**config.mk**
```make
export PLATFORM = sky130hd
export DESIGN_NAME = clkdiv_xbar
export DESIGN_NICKNAME = d
export VERILOG_FILES = /design/src/rtl/clkdiv_xbar_pkg.sv /design/src/rtl/clkdiv_bank.sv /design/src/rtl/clkdiv_xcell.sv /design/src/rtl/clkdiv_xbar.sv
export SDC_FILE = /design/constraint.sdc
export NUM_CORES = 1
export LEC_CHECK = 0
export BUFFER_PORTS_ARGS = -buffer_cell sky130_fd_sc_hd__buf_2
export CELL_PAD_IN_SITES_DETAIL_PLACEMENT = 0
export CELL_PAD_IN_SITES_GLOBAL_PLACEMENT = 2
export CORE_ASPECT_RATIO = 1.75
export CORE_UTILIZATION = 37
export DETAILED_ROUTE_END_ITERATION = 16
export GPL_TIMING_DRIVEN = 0
export PLACE_DENSITY_LB_ADDON = 0.08
export SLEW_MARGIN = 30
export SYNTH_ARGS = -nofsm -noshare
export SYNTH_HDL_FRONTEND = slang
export SYNTH_SLANG_ARGS = --single-unit
```
**constraint.sdc**
```tcl
create_clock -name clk -period 6.4 [get_ports clk]
set_input_delay 0.32 -clock clk [delete_from_list [all_inputs] [get_ports clk]]
set_output_delay 0.32 -clock clk [all_outputs]
set_load 0.005 [all_outputs]
```
**src/rtl/clkdiv_xbar_pkg.sv**
```systemverilog
package clkdiv_xbar_pkg;

  typedef enum logic [2:0] {
    SRC_REF  = 3'd0,
    SRC_A_N  = 3'd1,
    SRC_A_T2 = 3'd2,
    SRC_A_T3 = 3'd3,
    SRC_B_N  = 3'd4,
    SRC_B_T2 = 3'd5,
    SRC_B_T4 = 3'd6,
    SRC_OFF  = 3'd7
  } src_e;

  // divisor legality window
  function automatic logic div_in_range(input int unsigned n,
                                        input int unsigned lo,
                                        input int unsigned hi);
    return (n >= lo) && (n <= hi);
  endfunction

  // high phase of a fixed tap of ratio d taken from a shared counter
  function automatic logic tap_phase(input int unsigned cnt, input int unsigned d);
    return (cnt % d) < (d / 2);
  endfunction

  // high phase of the full-period output: floor(n/2) high cycles
  function automatic logic full_phase(input int unsigned cnt, input int unsigned n);
    return cnt < (n / 2);
  endfunction

  // a tap of ratio d stays aligned if n is a multiple of 2d, or exactly 2d
  function automatic logic tap_rule(input int unsigned n, input int unsigned d,
                                    input bit exact);
    return exact ? (n == 2 * d) : ((n % (2 * d)) == 0);
  endfunction

endpackage

```
**src/rtl/clkdiv_bank.sv**
```systemverilog
module clkdiv_bank
  import clkdiv_xbar_pkg::*;
#(
  parameter int NW         = 7,
  parameter int N_MIN      = 4,
  parameter int N_MAX      = 127,
  parameter int N_RST      = 8,
  parameter int TAP0_DIV   = 2,
  parameter bit TAP0_EXACT = 1'b0,
  parameter int TAP1_DIV   = 3,
  parameter bit TAP1_EXACT = 1'b1
) (
  input  logic          clk,
  input  logic          rst,
  input  logic          wr,
  input  logic [NW-1:0] wr_n,
  output logic          full_out,
  output logic [1:0]    tap_out,
  output logic [1:0]    tap_ok,
  output logic          term,
  output logic          range_err,
  output logic [NW-1:0] n_act,
  output logic [NW-1:0] cnt
);
  localparam logic [NW-1:0] RST_V = NW'(N_RST);
  localparam logic [NW-1:0] ONE_V = NW'(1);

  logic [NW-1:0] cnt_q, n_q, pend_q;
  logic          pend_ok_q;

  assign term = (cnt_q == (n_q - ONE_V));

  always_ff @(posedge clk) begin
    if (rst) begin
      cnt_q     <= '0;
      n_q       <= RST_V;
      pend_q    <= RST_V;
      pend_ok_q <= 1'b1;
    end else begin
      cnt_q <= term ? '0 : cnt_q + ONE_V;
      if (term && pend_ok_q) n_q <= pend_q;
      if (wr) begin
        pend_q    <= wr_n;
        pend_ok_q <= div_in_range(32'(wr_n), N_MIN, N_MAX);
      end
    end
  end

  assign full_out  = full_phase(32'(cnt_q), 32'(n_q));
  assign range_err = ~pend_ok_q;
  assign n_act     = n_q;
  assign cnt       = cnt_q;

  for (genvar t = 0; t < 2; t++) begin : g_tap
    localparam int D  = (t == 0) ? TAP0_DIV : TAP1_DIV;
    localparam bit EX = (t == 0) ? TAP0_EXACT : TAP1_EXACT;
    assign tap_out[t] = tap_phase(32'(cnt_q), D);
    assign tap_ok[t]  = tap_rule(32'(n_q), D, EX);
  end

endmodule

```
**src/rtl/clkdiv_xcell.sv**
```systemverilog
module clkdiv_xcell
  import clkdiv_xbar_pkg::*;
#(
  parameter int NSRC = 7
) (
  input  logic            clk,
  input  logic            rst,
  input  logic            sel_we,
  input  logic [2:0]      sel_code,
  input  logic [NSRC-1:0] src_val,
  input  logic [NSRC-1:0] src_ok,
  output logic            out,
  output logic            err,
  output logic [2:0]      sel,
  output logic            bad
);
  logic [2:0] sel_q;
  logic       pick_val, pick_ok;

  always_comb begin
    pick_val = 1'b0;
    pick_ok  = 1'b1;
    for (int s = 0; s < NSRC; s++) begin
      if (sel_q == 3'(s)) begin
        pick_val = src_val[s];
        pick_ok  = src_ok[s];
      end
    end
  end

  assign bad = ~pick_ok;

  always_ff @(posedge clk) begin
    if (rst) begin
      sel_q <= 3'(SRC_REF);
      out   <= 1'b0;
      err   <= 1'b0;
    end else begin
      if (sel_we) sel_q <= sel_code;
      out <= pick_val & pick_ok;
      err <= err | bad;
    end
  end

  assign sel = sel_q;

endmodule

```
**src/rtl/clkdiv_xbar.sv**
```systemverilog
module clkdiv_xbar
  import clkdiv_xbar_pkg::*;
#(
  parameter int NW      = 7,
  parameter int N_MIN   = 4,
  parameter int N_MAX   = 127,
  parameter int N_RST   = 8,
  parameter int NUM_OUT = 6,
  parameter int IDXW    = 3
) (
  input  logic               clk,
  input  logic               rst,
  input  logic               na_we,
  input  logic [NW-1:0]      na_val,
  input  logic               nb_we,
  input  logic [NW-1:0]      nb_val,
  input  logic               sel_we,
  input  logic [IDXW-1:0]    sel_idx,
  input  logic [2:0]         sel_code,
  output logic [NUM_OUT-1:0] clk_out,
  output logic [NUM_OUT-1:0] out_err,
  output logic [1:0]         n_err
);
  localparam int NSRC = 7;

  logic          a_full, b_full;
  logic [1:0]    a_tap, b_tap, a_ok, b_ok;
  logic          a_term, b_term;
  logic [NW-1:0] a_n, b_n, a_cnt, b_cnt;
  logic [NSRC-1:0] src_val, src_ok;
  logic [3*NUM_OUT-1:0] sel_flat;
  logic [NUM_OUT-1:0]   bad;

  clkdiv_bank #(.NW(NW), .N_MIN(N_MIN), .N_MAX(N_MAX), .N_RST(N_RST),
                .TAP0_DIV(2), .TAP0_EXACT(1'b0), .TAP1_DIV(3), .TAP1_EXACT(1'b1))
  u_bank_a (
    .clk(clk), .rst(rst), .wr(na_we), .wr_n(na_val),
    .full_out(a_full), .tap_out(a_tap), .tap_ok(a_ok), .term(a_term),
    .range_err(n_err[0]), .n_act(a_n), .cnt(a_cnt)
  );

  clkdiv_bank #(.NW(NW), .N_MIN(N_MIN), .N_MAX(N_MAX), .N_RST(N_RST),
                .TAP0_DIV(2), .TAP0_EXACT(1'b0), .TAP1_DIV(4), .TAP1_EXACT(1'b0))
  u_bank_b (
    .clk(clk), .rst(rst), .wr(nb_we), .wr_n(nb_val),
    .full_out(b_full), .tap_out(b_tap), .tap_ok(b_ok), .term(b_term),
    .range_err(n_err[1]), .n_act(b_n), .cnt(b_cnt)
  );

  // source order follows the src_e encoding
  assign src_val = {b_tap[1], b_tap[0], b_full, a_tap[1], a_tap[0], a_full, 1'b1};
  assign src_ok  = {b_ok[1],  b_ok[0],  1'b1,   a_ok[1],  a_ok[0],  1'b1,   1'b1};

  for (genvar i = 0; i < NUM_OUT; i++) begin : g_out
    clkdiv_xcell #(.NSRC(NSRC)) u_cell (
      .clk(clk), .rst(rst),
      .sel_we(sel_we && (sel_idx == IDXW'(i))),
      .sel_code(sel_code),
      .src_val(src_val), .src_ok(src_ok),
      .out(clk_out[i]), .err(out_err[i]),
      .sel(sel_flat[3*i +: 3]), .bad(bad[i])
    );
  end

endmodule

```
==> flow_metrics.py <==
metrics = {
    "yosys": {
        "syn-mean-instance-area_um2": 8.24,
        "synth_warnings": 0,
        "number_of_standard_cells_after_synthesis": 637,
        "seq_area_frac_synth_pct": 28.2,
        "netlist_top_cells_area": "sky130_fd_sc_hd__dfxtp_1, sky130_fd_sc_hd__mux2i_1, sky130_fd_sc_hd__nor2_1",
        "synthDistinctLibCells": 82,
        "ys_async_sr_fraction_pct": 0,
        "number_of_flops_mapped_to_enable_cells_by_yosys": 0,
        "mappedNetlistArea_mm2": 0.00525,
        "synth.net_count": 683,
        "synth.ff_latch_count": 74,
        "synth_area_leader_cell": "sky130_fd_sc_hd__dfxtp_1",
        "netlist.area_leader.share_pct": 28.2,
        "flip_flop_cell_with_the_highest_count_after_synthesis": "sky130_fd_sc_hd__dfxtp_1",
    },
    "route": {
        "final_antenna_net_count": 0,
        "drt_drc_violations_left": 0,
        "drtPass1Iterations": 6,
        "detail_route.wirelength_mm": 14.7,
        "wire_per_inst_um": 16.9,
        "dr_vias_cell": 5.40,
        "via_count": 4678,
        "initialDrtViolationCount": 178,
    },
    "timing": {
        "relSlewSlack_pct": 46.9,
        "setup_repair_after_global_routing_missed_its_margin": "no",
        "clock_skew_ps": 9.60,
        "slew_viol_final": 0,
        "setup_viol": 0,
        "finalSetupTns_ps": 0,
        "final.period_utilization_pct": 88.0,
        "tightest_slew_ps": 794,
        "max_freq_mhz": 178,
        "minimum_clock_period_after_layout_ps": 5630,
        "timing.final.hold_violations": 0,
    },
    "hold_path": {
        "hold_end": "u_bank_a.pend_q[3]",
        "hold_path_depth": 3,
        "hp-class": "in -> reg",
        "min_from": "na_val[3]",
    },
    "power_and_ir_drop": {
        "cell_internal_pwr_uw": 808,
        "combinationalPowerShare_pct": 14.6,
        "p_seq_share_pct": 43.4,
        "peakVddDrop_mv": 0.111,
        "report.power.total_uw": 1120,
        "switching_share_pct": 28.2,
        "power.share.clock_pct": 42.1,
        "power.net_switching_uw": 317,
        "power_density_mw_per_mm2": 189,
        "power.static_leakage_uw": 0.00237,
    },
    "clocking": {
        "clock_tree.buffer_depth": 2,
        "clk_transition_reported_paths_ps": 60,
        "cts-hold-fix-buffers": 0,
        "clock_latency_on_the_worst_skew_pair_ps": 340,
        "number_of_buffers_added_by_the_clock_tree_synthesis_step": 9,
        "clock_sink_count": 74,
        "cts-htree-levels": 3,
        "cts_root_buffer": "sky130_fd_sc_hd__clkbuf_16",
        "cts_resized": 0,
        "clock_tree_from_tritoncts": "yes",
        "cts_setup_buffers": 0,
    },
    "place": {
        "detailed_place_hpwl_mm": 11.2,
        "port-buffer-count": 36,
        "gp_routability_congestion": 0.925,
    },
    "die": {
        "dieWidth_um": 92.0,
        "die-area_mm2": 0.0147,
        "ios": 39,
        "std_cell_rows": 57,
        "initial_utilization_pct": 37.9,
        "core-area_mm2": 0.0138,
        "die-height_um": 160,
    },
    "worst_setup_path": {
        "critPathRequiredTime_ps": 6650,
        "timing.rr.start": "u_bank_a.cnt[1]",
        "critical_path.startpoint_type": "register",
        "endpoint_kind": "register",
        "cp_data_arrival_time_ps": 5880,
        "endpoint_of_the_worst_slack_reg_to_reg_timing_path": "g_out[3].u_cell.out",
        "r2r_cells": 21,
        "reg2reg_slack_ps": 770,
        "path_class": "reg -> reg",
        "cp_max_fo": 10,
    },
    "grt": {
        "globalRouteTotalUtil_pct": 21.1,
        "first_pass_grt_wire_length_mm": 24.3,
        "grt_max_degree": 15,
        "grt_pass1_vias": 4677,
        "number_of_antenna_violations_at_the_first_check_in_global_routing": 0,
        "grt_remaining_overflow": 0,
    },
    "cells_and_area": {
        "layout.nets": 730,
        "n_diodes": 0,
        "final_layout_size_suffix_gt1_share_pct": 15.8,
        "layout_overhead_on_the_synthesized_area_pct": 13.1,
        "layout_fillers": 1477,
    },
    "flow_run": {
        "max_cap_viol_count": 0,
    },
    "run_status": {
        "outcome": "complete, no violations",
    },
}
[cell type report]
cell class	instances	area (um2)	area share, %
inverters	29	109	1.83
flip-flops and latches	74	1480	24.9
well taps	177	221	3.73
plain buffers	52	295	4.97
multi-input cells	482	3370	56.8
clock buffers	10	229	3.86
repair buffers	36	180	3.03
clock inverters	6	48.8	0.822
[state kept, by name (all words and copies together), names as in the netlist]
signal              cells
u_bank_b.pend_q         7
u_bank_b.pend_ok_q      1
u_bank_a.pend_q         7
u_bank_a.pend_ok_q      1
u_bank_b.cnt            7
u_bank_b.n_act          7
u_bank_a.n_act          7
u_bank_a.cnt            7
g_out.u_cell.sel       18
g_out.u_cell.err        6
g_out.u_cell.out        6
[cell usage in the layout, fill, tap and decap left out, types with 4 or more instances in the layout]
cell / n
sky130_fd_sc_hd__and2_1: 7
sky130_fd_sc_hd__xnor2_1: 20
sky130_fd_sc_hd__clkbuf_16: 9
sky130_fd_sc_hd__o31ai_1: 7
sky130_fd_sc_hd__a31oi_1: 6
sky130_fd_sc_hd__xor2_1: 10
sky130_fd_sc_hd__o22ai_1: 4
sky130_fd_sc_hd__ha_1: 21
sky130_fd_sc_hd__a21oi_1: 26
sky130_fd_sc_hd__nand4_1: 6
sky130_fd_sc_hd__nand2_1: 38
sky130_fd_sc_hd__inv_1: 28
sky130_fd_sc_hd__nor2b_1: 11
sky130_fd_sc_hd__nor3_1: 14
sky130_fd_sc_hd__nand2b_1: 6
sky130_fd_sc_hd__o21ai_0: 32
sky130_fd_sc_hd__clkbuf_1: 25
sky130_fd_sc_hd__mux2_2: 4
sky130_fd_sc_hd__nor2_1: 93
sky130_fd_sc_hd__buf_4: 16
sky130_fd_sc_hd__a21o_1: 10
sky130_fd_sc_hd__buf_6: 5
sky130_fd_sc_hd__nand4b_1: 5
sky130_fd_sc_hd__dfxtp_1: 74
sky130_fd_sc_hd__o21ai_1: 5
sky130_fd_sc_hd__o211ai_1: 5
sky130_fd_sc_hd__nor3b_1: 7
sky130_fd_sc_hd__nand3_1: 18
sky130_fd_sc_hd__mux2i_1: 46
sky130_fd_sc_hd__a211oi_1: 4
sky130_fd_sc_hd__buf_1: 5
sky130_fd_sc_hd__buf_2: 38
[worst max-delay path: stages (launching register included)]
cell and delay (ps):
sky130_fd_sc_hd__dfxtp_1 520, sky130_fd_sc_hd__clkbuf_1 450, sky130_fd_sc_hd__inv_1 160, sky130_fd_sc_hd__ha_1 220
sky130_fd_sc_hd__and4b_4 220, sky130_fd_sc_hd__nand3b_4 100, sky130_fd_sc_hd__nand2_1 140, sky130_fd_sc_hd__nor3_1 260
sky130_fd_sc_hd__o21ai_0 260, sky130_fd_sc_hd__ha_1 280, sky130_fd_sc_hd__clkbuf_1 210, sky130_fd_sc_hd__nor3b_2 340
sky130_fd_sc_hd__o221ai_2 180, sky130_fd_sc_hd__or4_1 430, sky130_fd_sc_hd__and2_1 210, sky130_fd_sc_hd__ha_1 250
sky130_fd_sc_hd__inv_1 200, sky130_fd_sc_hd__o21ai_0 120, sky130_fd_sc_hd__o22a_1 230, sky130_fd_sc_hd__o22ai_1 200
sky130_fd_sc_hd__o221ai_2 240, sky130_fd_sc_hd__a311oi_2 300
[cells in the mapped netlist (4+ instances only)]
cell type / instances
sky130_fd_sc_hd__nor2_1: 93
sky130_fd_sc_hd__dfxtp_1: 74
sky130_fd_sc_hd__mux2i_1: 46
sky130_fd_sc_hd__nand2_1: 38
sky130_fd_sc_hd__o21ai_0: 32
sky130_fd_sc_hd__inv_1: 28
sky130_fd_sc_hd__a21oi_1: 26
sky130_fd_sc_hd__clkbuf_1: 24
sky130_fd_sc_hd__ha_1: 21
sky130_fd_sc_hd__xnor2_1: 20
sky130_fd_sc_hd__nand3_1: 18
sky130_fd_sc_hd__buf_4: 16
sky130_fd_sc_hd__nor3_1: 14
sky130_fd_sc_hd__nor2b_1: 11
sky130_fd_sc_hd__a21o_1: 10
sky130_fd_sc_hd__xor2_1: 10
sky130_fd_sc_hd__and2_1: 7
sky130_fd_sc_hd__nor3b_1: 7
sky130_fd_sc_hd__o31ai_1: 7
sky130_fd_sc_hd__a211oi_1: 6
sky130_fd_sc_hd__a31oi_1: 6
sky130_fd_sc_hd__nand2b_1: 6
sky130_fd_sc_hd__nand4_1: 6
sky130_fd_sc_hd__buf_1: 5
sky130_fd_sc_hd__buf_6: 5
sky130_fd_sc_hd__nand4b_1: 5
sky130_fd_sc_hd__o211ai_1: 5
sky130_fd_sc_hd__o21ai_1: 5
sky130_fd_sc_hd__mux2_2: 4
sky130_fd_sc_hd__o22ai_1: 4
[per-layer routing]
metal	vias up	GRT usage (%)	wire (um)
met5	-	0	0
met4	0	8.24	489
met3	29	3.06	296
met2	81	40.4	7960
met1	2219	22.6	5930
li1	2349	-	-
[cells by family after synthesis]
family / Yosys count / share of synthesized area [%]
buffers and inverters: 81 / 7.70
AND/OR/NAND/NOR: 231 / 22.4
adder cells (fa/ha/maj): 21 / 5.00
multiplexers: 54 / 10.9
AO/OA/AOI/OAI: 145 / 20.5
XOR/XNOR: 31 / 5.31
flip-flops: 74 / 28.2
[per-stage QoR]
stage / util, % / instances / hold WS [ps] / setup WS [ps] / instance area [um2]
5_1_grt: 42.9 / 866 / 222 / 408 / 5940
6_report: 42.9 / 866 / 212 / 771 / 5940
3_3_place_gp: 40.8 / 850 / 454 / 786 / 5650
4_1_cts: 42.9 / 866 / 200 / 769 / 5940
3_5_place_dp: 40.9 / 850 / 465 / 798 / 5660
2_1_floorplan: - / 637 / 438 / 1970 / 5250
[power by group through the flow]
| stage | registers, uW | logic (uW) | clock network, uW |
|---|---|---|---|
| after floorplan | 494 | 114 | 0 |
| after global placement | 498 | 163 | 0 |
| after detailed placement | 498 | 165 | 0 |
| after CTS | 488 | 166 | 490 |
| after global routing | 490 | 182 | 514 |
| final | 488 | 164 | 473 |
[worst max path at each step]
| stage | end | cells past startpoint | startpoint |
|---|---|---|---|
| global placement | g_out[3].u_cell.out | 21 | u_bank_a.cnt[1] |
| global route | g_out[3].u_cell.out | 21 | u_bank_a.cnt[1] |
| detailed placement | g_out[3].u_cell.out | 21 | u_bank_a.cnt[1] |
| finish | g_out[3].u_cell.out | 21 | u_bank_a.cnt[1] |
| floorplan | g_out[3].u_cell.out | 21 | u_bank_a.cnt[1] |
| CTS | g_out[3].u_cell.out | 21 | u_bank_a.cnt[1] |
Power figures use the tool's default switching activity.
